$ cat config.mk
export PLATFORM = sky130hd
export DESIGN_NAME = tdm_tx
export DESIGN_NICKNAME = d
export VERILOG_FILES = /design/src/rtl/tdm_tx_pkg.sv /design/src/rtl/tdm_tx_bitclk.sv /design/src/rtl/tdm_tx_framer.sv /design/src/rtl/tdm_tx_slot.sv /design/src/rtl/tdm_tx.sv
export SDC_FILE = /design/constraint.sdc
export NUM_CORES = 1
export LEC_CHECK = 0
export CAP_MARGIN = 30
export CORE_AREA = 4 4 113 159
export DETAILED_ROUTE_END_ITERATION = 16
export DIE_AREA = 0 0 117 163
export HOLD_SLACK_MARGIN = 0.08
export PLACE_DENSITY = 0.76
export SLEW_MARGIN = 20
export SYNTH_ARGS = -nofsm -noshare
export SYNTH_HDL_FRONTEND = slang
export SYNTH_SLANG_ARGS = --single-unit
export TNS_END_PERCENT = 5
$ cat constraint.sdc
create_clock -name clk_i -period 8.1 [get_ports clk_i]
set_input_delay 1.62 -clock clk_i [delete_from_list [all_inputs] [get_ports clk_i]]
set_output_delay 1.62 -clock clk_i [all_outputs]
set_load 0.005 [all_outputs]
$ cat src/rtl/tdm_tx_pkg.sv
package tdm_tx_pkg;
  localparam int SAMPLE_W = 32;
  localparam int SLOT_N   = 8;
  localparam int SLOT_W   = $clog2(SLOT_N);
  localparam int SIZE_W   = 3;
  localparam int MASK_W   = 3;
  localparam int SYNC_W   = 8;
  localparam int OFF_W    = 11;
  localparam int SBIT_W   = $clog2(SAMPLE_W);
  localparam int CBITS_W  = SBIT_W + 1;
  localparam int POS_W    = $clog2((1 << OFF_W) + SLOT_N * SAMPLE_W);

  typedef struct packed {
    logic                tdm;
    logic [SIZE_W-1:0]   size;
    logic [MASK_W-1:0]   mask;
    logic [SLOT_W-1:0]   slots_m1;
    logic [SLOT_N-1:0]   slot_en;
    logic [SYNC_W-1:0]   sync_w;
    logic [OFF_W-1:0]    offset;
    logic                lsb_first;
    logic                neg_edge;
    logic                lr_pol;
  } cfg_t;

  function automatic logic [CBITS_W-1:0] cont_bits(logic [SIZE_W-1:0] code);
    if (code == '0) return CBITS_W'(8);
    return CBITS_W'({code, 2'b00}) + CBITS_W'(4);
  endfunction

  // sample low bits kept, shifted up past the zeroed tail
  function automatic logic [SAMPLE_W-1:0] pack_word(logic [SAMPLE_W-1:0] s,
                                                    logic [SIZE_W-1:0] code,
                                                    logic [MASK_W-1:0] m);
    logic [SAMPLE_W:0]    keep;
    logic [CBITS_W-1:0]   vb;
    vb   = cont_bits(code) - CBITS_W'(m);
    keep = ((SAMPLE_W+1)'(1) << vb) - (SAMPLE_W+1)'(1);
    return (s & keep[SAMPLE_W-1:0]) << m;
  endfunction
endpackage

$ cat src/rtl/tdm_tx_bitclk.sv
module tdm_tx_bitclk #(
  parameter int HALF_DIV = 2
) (
  input  logic clk_i,
  input  logic rst_ni,
  output logic step_o,
  output logic half_o,
  output logic sclk_o
);
  localparam int PER   = 2 * HALF_DIV;
  localparam int CNT_W = $clog2(PER);

  logic [CNT_W-1:0] cnt_q;
  logic             sclk_q;

  assign step_o = (cnt_q == CNT_W'(PER - 1));
  assign half_o = (cnt_q == CNT_W'(HALF_DIV - 1));
  assign sclk_o = sclk_q;

  always_ff @(posedge clk_i or negedge rst_ni) begin
    if (!rst_ni) begin
      cnt_q  <= '0;
      sclk_q <= 1'b0;
    end else begin
      cnt_q <= step_o ? '0 : cnt_q + CNT_W'(1);
      if (step_o)      sclk_q <= 1'b1;
      else if (half_o) sclk_q <= 1'b0;
    end
  end
endmodule

$ cat src/rtl/tdm_tx_framer.sv
module tdm_tx_framer
  import tdm_tx_pkg::*;
(
  input  logic                clk_i,
  input  logic                rst_ni,
  input  logic                step_i,
  input  cfg_t                cfg_in_i,
  output cfg_t                cfg_eff_o,
  output logic                cur_neg_o,
  output logic                nxt_in_o,
  output logic [SLOT_W-1:0]   nxt_slot_o,
  output logic [SBIT_W-1:0]   nxt_sbit_o,
  output logic                slot_start_o,
  output logic                sync_o
);
  cfg_t                cfg_q;
  logic                first_q, in_q, sync_q;
  logic [POS_W-1:0]    pos_q, n_pos;
  logic [SLOT_W-1:0]   slot_q, n_slot, last_slot_q;
  logic [SBIT_W-1:0]   sbit_q, n_sbit;
  logic [CBITS_W-1:0]  cb_q;
  logic                n_in, wrap, slot_end, sync_n;

  assign cb_q        = cont_bits(cfg_q.size);
  assign last_slot_q = cfg_q.tdm ? cfg_q.slots_m1 : SLOT_W'(1);
  assign slot_end    = ({1'b0, sbit_q} == cb_q - CBITS_W'(1));
  assign wrap        = first_q | (in_q & (slot_q == last_slot_q) & slot_end);
  // new settings take effect on the first bit of a frame
  assign cfg_eff_o   = wrap ? cfg_in_i : cfg_q;

  always_comb begin
    n_pos  = pos_q + POS_W'(1);
    n_in   = in_q;
    n_slot = slot_q;
    n_sbit = sbit_q + SBIT_W'(1);
    if (wrap) begin
      n_pos  = '0;
      n_in   = (cfg_in_i.offset == '0);
      n_slot = '0;
      n_sbit = '0;
    end else if (!in_q) begin
      n_in   = (n_pos == POS_W'(cfg_q.offset));
      n_slot = '0;
      n_sbit = '0;
    end else if (slot_end) begin
      n_slot = slot_q + SLOT_W'(1);
      n_sbit = '0;
    end
  end

  assign sync_n = cfg_eff_o.tdm ? (n_pos <= POS_W'(cfg_eff_o.sync_w))
                                : ((n_in & n_slot[0]) ^ cfg_eff_o.lr_pol);

  always_ff @(posedge clk_i or negedge rst_ni) begin
    if (!rst_ni) begin
      cfg_q   <= '0;
      first_q <= 1'b1;
      in_q    <= 1'b0;
      pos_q   <= '0;
      slot_q  <= '0;
      sbit_q  <= '0;
      sync_q  <= 1'b0;
    end else if (step_i) begin
      cfg_q   <= cfg_eff_o;
      first_q <= 1'b0;
      in_q    <= n_in;
      pos_q   <= n_pos;
      slot_q  <= n_slot;
      sbit_q  <= n_sbit;
      sync_q  <= sync_n;
    end
  end

  assign cur_neg_o    = cfg_q.neg_edge;
  assign nxt_in_o     = n_in;
  assign nxt_slot_o   = n_slot;
  assign nxt_sbit_o   = n_sbit;
  assign slot_start_o = n_in & (n_sbit == '0);
  assign sync_o       = sync_q;
endmodule

$ cat src/rtl/tdm_tx_slot.sv
module tdm_tx_slot
  import tdm_tx_pkg::*;
(
  input  logic                 clk_i,
  input  logic                 rst_ni,
  input  logic                 step_i,
  input  logic                 half_i,
  input  logic [SLOT_N-1:0]    slot_en_i,
  input  logic [SIZE_W-1:0]    size_i,
  input  logic [MASK_W-1:0]    mask_i,
  input  logic                 lsb_first_i,
  input  logic                 neg_eff_i,
  input  logic                 neg_cur_i,
  input  logic                 nxt_in_i,
  input  logic [SLOT_W-1:0]    nxt_slot_i,
  input  logic [SBIT_W-1:0]    nxt_sbit_i,
  input  logic                 slot_start_i,
  input  logic [SAMPLE_W-1:0]  smp_data_i,
  input  logic                 smp_valid_i,
  output logic                 smp_ready_o,
  output logic                 sdata_o,
  output logic                 underflow_o
);
  logic [SAMPLE_W-1:0] word_q, word_n;
  logic [CBITS_W-1:0]  cb;
  logic [SBIT_W-1:0]   idx;
  logic                load, en, bit_n, pend_q, sdata_q, uf_q;

  assign en          = slot_en_i[nxt_slot_i];
  assign load        = step_i & slot_start_i;
  assign smp_ready_o = load & en;
  assign word_n      = !load ? word_q
                     : (en & smp_valid_i) ? pack_word(smp_data_i, size_i, mask_i) : '0;
  assign cb          = cont_bits(size_i);
  assign idx         = lsb_first_i ? nxt_sbit_i
                     : SBIT_W'(cb - CBITS_W'(1) - CBITS_W'(nxt_sbit_i));
  assign bit_n       = nxt_in_i & word_n[idx];

  always_ff @(posedge clk_i or negedge rst_ni) begin
    if (!rst_ni) begin
      word_q  <= '0;
      pend_q  <= 1'b0;
      sdata_q <= 1'b0;
      uf_q    <= 1'b0;
    end else begin
      if (step_i) begin
        word_q <= word_n;
        pend_q <= bit_n;
        if (!neg_eff_i) sdata_q <= bit_n;
      end else if (half_i && neg_cur_i) begin
        sdata_q <= pend_q;
      end
      if (smp_ready_o && !smp_valid_i) uf_q <= 1'b1;
    end
  end

  assign sdata_o     = sdata_q;
  assign underflow_o = uf_q;
endmodule

$ cat src/rtl/tdm_tx.sv
module tdm_tx
  import tdm_tx_pkg::*;
#(
  parameter int HALF_DIV = 2
) (
  input  logic                clk_i,
  input  logic                rst_ni,
  input  logic                cfg_tdm_i,
  input  logic [2:0]          cfg_size_i,
  input  logic [2:0]          cfg_mask_i,
  input  logic [2:0]          cfg_slots_i,
  input  logic [7:0]          cfg_slot_en_i,
  input  logic [7:0]          cfg_sync_w_i,
  input  logic [10:0]         cfg_offset_i,
  input  logic                cfg_lsb_first_i,
  input  logic                cfg_neg_edge_i,
  input  logic                cfg_lr_pol_i,
  input  logic [31:0]         smp_data_i,
  input  logic                smp_valid_i,
  output logic                smp_ready_o,
  output logic                sclk_o,
  output logic                sync_o,
  output logic                sdata_o,
  output logic                underflow_o
);
  cfg_t                cfg_in, cfg_eff;
  logic                step, half, cur_neg, nxt_in, slot_start;
  logic [SLOT_W-1:0]   nxt_slot;
  logic [SBIT_W-1:0]   nxt_sbit;

  always_comb begin
    cfg_in.tdm       = cfg_tdm_i;
    cfg_in.size      = cfg_size_i;
    cfg_in.mask      = cfg_mask_i;
    cfg_in.slots_m1  = cfg_slots_i;
    cfg_in.slot_en   = cfg_slot_en_i;
    cfg_in.sync_w    = cfg_sync_w_i;
    cfg_in.offset    = cfg_offset_i;
    cfg_in.lsb_first = cfg_lsb_first_i;
    cfg_in.neg_edge  = cfg_neg_edge_i;
    cfg_in.lr_pol    = cfg_lr_pol_i;
  end

  tdm_tx_bitclk #(.HALF_DIV(HALF_DIV)) u_bitclk (
    .clk_i (clk_i), .rst_ni(rst_ni),
    .step_o(step),  .half_o(half), .sclk_o(sclk_o)
  );

  tdm_tx_framer u_framer (
    .clk_i       (clk_i),
    .rst_ni      (rst_ni),
    .step_i      (step),
    .cfg_in_i    (cfg_in),
    .cfg_eff_o   (cfg_eff),
    .cur_neg_o   (cur_neg),
    .nxt_in_o    (nxt_in),
    .nxt_slot_o  (nxt_slot),
    .nxt_sbit_o  (nxt_sbit),
    .slot_start_o(slot_start),
    .sync_o      (sync_o)
  );

  tdm_tx_slot u_slot (
    .clk_i       (clk_i),
    .rst_ni      (rst_ni),
    .step_i      (step),
    .half_i      (half),
    .slot_en_i   (cfg_eff.slot_en),
    .size_i      (cfg_eff.size),
    .mask_i      (cfg_eff.mask),
    .lsb_first_i (cfg_eff.lsb_first),
    .neg_eff_i   (cfg_eff.neg_edge),
    .neg_cur_i   (cur_neg),
    .nxt_in_i    (nxt_in),
    .nxt_slot_i  (nxt_slot),
    .nxt_sbit_i  (nxt_sbit),
    .slot_start_i(slot_start),
    .smp_data_i  (smp_data_i),
    .smp_valid_i (smp_valid_i),
    .smp_ready_o (smp_ready_o),
    .sdata_o     (sdata_o),
    .underflow_o (underflow_o)
  );
endmodule

* Yosys cells after proc, flatten, opt, wreduce, memory -nomap -nowiden
Cells that the tools add are included.
** Operators by class
- Add/sub/neg operators :: 11
- Magnitude comparators :: 3
- Equality and inequality tests :: 6
- Shifts and indexed selects :: 2
- Multiplexer cells :: 31
- Bitwise gates (word level) :: 11
- Reductions and logical operators :: 11
** Operators with widths (count)
- $mux W32 :: 2
- $mux W40 :: 1
- $and A32 B32 Y32 :: 1
- $shl A1 B6 Y32 const A :: 1
- $shl A32 B3 Y32 :: 1
- $sub A32 B2 Y32 const B :: 1
- $mux W6 :: 4
- $mux W5 :: 4
- $add A12 B1 Y12 const B :: 1
- $add A5 B3 Y6 const B :: 2
- $eq A12 B11 Y1 :: 1
- $le A12 B8 Y1 :: 1
- $mux W1 :: 12
- $mux W12 :: 1
- $mux W3 :: 4
- $logic_not A11 Y1 :: 1
- $and A1 B1 Y1 :: 8
- $eq A5 B6 Y1 :: 1
- $logic_not A3 Y1 :: 2
- $lt A5 B6 Y1 const B :: 1
- $sub A6 B1 Y6 const B :: 1
- $sub A6 B3 Y6 :: 1
- $add A5 B1 Y5 const B :: 1
- $bmux W1 S5 :: 1
- other kinds (18) :: 21
** Storage, ports and cells
- Bits in registers :: 101
- Input bits :: 75
- Output and inout port bits :: 5

* Longest topological paths before layout
- Depth after elaboration :: 23
- Gate-level depth with buffers :: 36
- Depth with buffers taken out :: 33

* By module
A second synthesis with hierarchy kept.
** Second synthesis, totals
- Cells, all modules :: 1034
- Area total of the unflattened synthesis :: 9026.2 sq um
** Modules (own cells, without submodules)
- tdm_tx_slot :: instances 1, cells each 625, area an instance 4769.6 sq um
- tdm_tx_framer :: instances 1, cells each 399, area an instance 4134.0 sq um
- tdm_tx_bitclk :: instances 1, cells each 10, area an instance 122.6 sq um

* Least setup slack after synthesis
Ideal clock, no wire load.
- Path type :: flip-flop to flip-flop
- From :: register u_framer.cfg_q[36] (netlist name)
- To :: register u_slot.sdata_q (netlist: u_slot.sdata_o)
- Setup time :: 0.125 ns
- Arrival :: 6.809 ns
- Data required time :: 7.975 ns
- Path slack :: 1.166 ns
- Stages on the path, launching flop included :: 35
- Path buffers :: 4
- Path through :: dfrtp_1 > inv_1 > ha_1 > nand2b_1 > o22ai_1 > nand4_1 > o31ai_4 > buf_4 > clkbuf_1 > o21ai_0 > inv_1 > ha_1 > nor3b_1 > o31ai_2 > and3_1 > ha_1 > inv_1 > nor2_1 > o31a_1 > nor3_2 > o21ai_1 > buf_2 > nor2_1 > nand2_1 > ha_1 > clkbuf_1 > o2111ai_2 > nor3_2 > a31o_1 > a221o_1 > or3_1 > a22o_1 > nor4_2 > o32ai_2 > mux2_4
** RTL lines
- start, declared :: RTL line tdm_tx_framer.sv:16 : cfg_t cfg_q;
- start signal, assigned :: RTL line tdm_tx_framer.sv:64 : cfg_q <= cfg_eff_o;
- end signal, assigned :: RTL line tdm_tx_slot.sv:49 : if (!neg_eff_i) sdata_q <= bit_n;
- end signal, assigned :: RTL line tdm_tx_slot.sv:51 : sdata_q <= pend_q;
- end, declared :: RTL line tdm_tx_slot.sv:27 : logic load, en, bit_n, pend_q, sdata_q, uf_q;

* Worst setup path after layout
- From :: register u_framer.cfg_q[36] (netlist name)
- To :: register u_slot.sdata_q (netlist: u_slot.sdata_o)
** Between the ends
- Longest elaborated chain between the ends :: 23
** Ends and longest elaborated chain
- branches (longest 23 deep; another with $sub A32 B2 Y32)
Parallel ways; which one is timed is not known. The select of a mux whose other input is x is not followed.
A chain may end at the register's enable or synchronous reset.

==> results.py <==
metrics = {
    "synthesis": {
        "synth_cell_type_count": 102,
        "synth_xor_xnor_area_share_pct": 3.89,
        "synth-simple-area-share_pct": 23.2,
        "syn-num-nets": 1156,
        "synthAdderAreaFrac_pct": 2.87,
        "synth-compound-area-share_pct": 26.7,
        "ys_seq_area_share_pct": 28.2,
        "synth.area.mux_share_pct": 10.5,
        "synth-edff-count": 0,
        "synth_top_family_by_area": "compound AO/OA/AOI/OAI gates",
        "synth_async_sr_flop_share_pct": 100,
        "synth-seq-cells": 101,
        "ys_warn_count": 0,
        "syn-instance-count": 1061,
        "syn_area_sq_mm": 0.00898,
        "syn_avg_cell_area_sq_um": 8.46,
        "yosys_most_used_dff": "dfrtp_1",
    },
    "critical_path": {
        "cpMaxStageDelayCell": "o41ai_1",
        "worstSetupStartpoint": "u_framer.cfg_q[36]",
        "r2r_slack_ns": 0.83,
        "reg2reg_to": "u_slot.sdata_o",
        "crit_end": "u_slot.sdata_o",
        "crit_type": "reg -> reg",
        "cp-end-kind": "register",
        "crit_family": "compound AO/OA/AOI/OAI gates",
        "rr_startpoint": "u_framer.cfg_q[36]",
        "path_buf_inv": 3,
        "crit_top_cell": "ha_1",
        "critical_path_depth": 27,
        "worstRegToRegCells": 27,
        "cp-start-kind": "register",
        "arrival_ns": 7.52,
        "worst_path_largest_cell_delay_ns": 0.70,
        "cp.required_ns": 8.35,
        "cp_max_fo": 16,
    },
    "finish": {
        "layout-drive-gt1-share_pct": 13.1,
        "antenna_cells": 0,
        "fillers": 1441,
        "layout_common_cells": "nand2_1 (115), dfrtp_1 (100), clkdlybuf4s50_1 (78)",
        "mostFrequentLayoutCell": "nand2_1",
        "instances_no_fill": 1319,
        "syn_to_final_growth_pct": 14.4,
        "finalNetCount": 1206,
    },
    "routing": {
        "remaining_drc_errors": 0,
        "viasPerCell": 6.93,
        "dr.first_iter.drc_count": 808,
        "vias": 9142,
        "drt-total-wl_um": 31000,
        "antenna_left": 0,
        "first_pass_iters": 6,
        "avgRoutedWirePerCell_um": 23.5,
    },
    "pwr": {
        "p_per_area_mw_per_mm2": 256,
        "worst_ir_drop_vdd_mv": 0.167,
        "p_leak_nw": 4.22,
        "finalPower_mw": 2.63,
    },
    "sta": {
        "max_freq_mhz": 138,
        "timing.setup.tns_ns": 0,
        "timing.final.crit_share_pct": 89.7,
        "fin_ws_ns": 0.831,
        "hold_viol": 0,
        "fin_crit_ns": 7.27,
        "slew_violations": 0,
        "slew_headroom_pct": 33.3,
        "clock_skew_ns": 0.0136,
        "setup_violations": 0,
        "tightestPinTransition_ns": 0.997,
        "rsz0062_at_grt": "false",
        "hold_ws_ns": 0.483,
    },
    "die": {
        "initial_utilization_pct": 54.3,
        "core_sq_mm": 0.0165,
        "die_w_um": 117,
        "die_area_sq_mm": 0.0191,
        "pin_count": 80,
        "die_y_um": 163,
        "std_cell_rows": 56,
    },
    "min_path": {
        "min_path_type": "reg -> reg",
    },
    "placement": {
        "post-place-ws_ns": 0.728,
        "place_inst": 1301,
        "portBuffers": 79,
        "place_congestion": 1.03,
        "place_hpwl_um": 23200,
    },
    "clock_network": {
        "cts_hold_buf": 0,
        "postCtsSetupBuffers": 0,
        "cts_max_path_buffers": 2,
        "clock-root-buffer": "clkbuf_16",
        "clkLatencyLatePin_ns": 0.36,
        "cts_resized": 0,
        "cts_buffers": 9,
        "cts.clk_slew.worst_paths_ns": 0.08,
        "cts_tree": "done",
        "numClockSinks": 101,
        "htreeDepth": 3,
    },
    "global_route": {
        "grt_max_degree": 50,
        "grt_pass1_wl_um": 48500,
        "first_global_vias": 8987,
        "grt_usage_pct": 32.9,
        "grt_overflow": 0,
        "antenna_found_initial": 0,
    },
    "run_status": {
        "outcome": "complete, no violations",
    },
    "run": {
        "maxCapViolCount": 0,
    },
}
[through the flow]
step           util (%)  instance area, sq um
4_1_cts            61.9                 10200
5_1_grt            62.1                 10300
3_3_place_gp       60.0                  9910
6_report           62.1                 10300
2_1_floorplan         -                  8980
3_5_place_dp       60.2                  9950
[report_power, final]
group | switching, mW | total, mW | internal (mW)
clock network | 0.217 | 0.433 | 0.216
logic | 0.943 | 1.51 | 0.568
registers | 0.0837 | 0.685 | 0.601
total | 1.24 | 2.63 | 1.39
[cells in the mapped netlist, types with 16 or more instances]
master    number  share of area [%]
a21oi_1       42                2.3
xnor2_1       23                2.2
and3_1        18                1.3
ha_1          19                2.6
dfrtp_1      100                 28
a211oi_1      16                1.3
nor3_1        36                2.0
a31oi_1       16                1.1
inv_1         29                1.2
nand3_1       51                2.8
nor2_1        71                3.0
nand2_1      116                4.8
o21ai_0       43                2.4
clkbuf_1      40                1.7
o211ai_1      23                1.9
mux2i_1       27                3.0
mux2_2        55                6.9
[cells by family after synthesis]
family	after synthesis
flip-flops	101
multiplexers	86
AND/OR/NAND/NOR	405
AO/OA/AOI/OAI	315
buffers and inverters	95
adder cells (fa/ha/maj)	20
XOR/XNOR	39
[layout make-up]
cell class / instances / area, sq um / share of cell area (%)
inverter: 30 / 118 / 1.15
clock inverter: 7 / 62.6 / 0.609
tap: 203 / 254 / 2.47
timing repair buffer: 104 / 1010 / 9.87
clock buffer: 9 / 225 / 2.19
sequential: 101 / 2530 / 24.6
multi-input combinational: 865 / 6070 / 59.1
[worst register-to-register path, delay by kind of cell (launching register included)]
family	cells	cell delay, ns
AOI/OAI and AO/OA	13	3.31
and+or+nand+nor	7	1.98
adders and majority gates	3	0.65
buffers and inverters	3	0.50
DFF	1	0.47
muxes	1	0.28
[registers in the layout (all words and copies together), names as in the netlist]
signal,flops
u_framer.first_q,1
u_framer.in_q,1
u_slot.underflow_o,1
u_slot.pend_q,1
u_slot.word_q,32
u_slot.sdata_o,1
u_framer.sync_o,1
u_framer.pos_q,12
u_bitclk.sclk_o,1
u_framer.cfg_q,39
u_bitclk.cnt_q,2
u_framer.slot_q,3
u_framer.cur_neg_o,1
u_framer.sbit_q,5
[worst min-delay path by stage]
stage / startpoint / to / slack [ns] / cells past startpoint
floorplan: u_bitclk.cnt_q[0] / u_bitclk.cnt_q[0] / 0.43 / 1
global placement: u_bitclk.cnt_q[0] / u_bitclk.cnt_q[0] / 0.45 / 1
detailed placement: u_slot.word_q[17] / u_slot.word_q[17] / 0.47 / 2
CTS: u_bitclk.cnt_q[0] / u_bitclk.cnt_q[0] / 0.48 / 1
global route: u_bitclk.cnt_q[0] / u_bitclk.cnt_q[0] / 0.49 / 1
finish: u_slot.word_q[17] / u_slot.word_q[17] / 0.48 / 2
[layer usage]
metal	vias up	part of all wire, %	track usage [%]
met2	470	49	55.0
li1	4151	-	-
met3	135	7.3	5.95
met1	4386	36	38.0
met5	-	0	0
met4	0	7.5	21.1
Power figures use the tool's default switching activity.
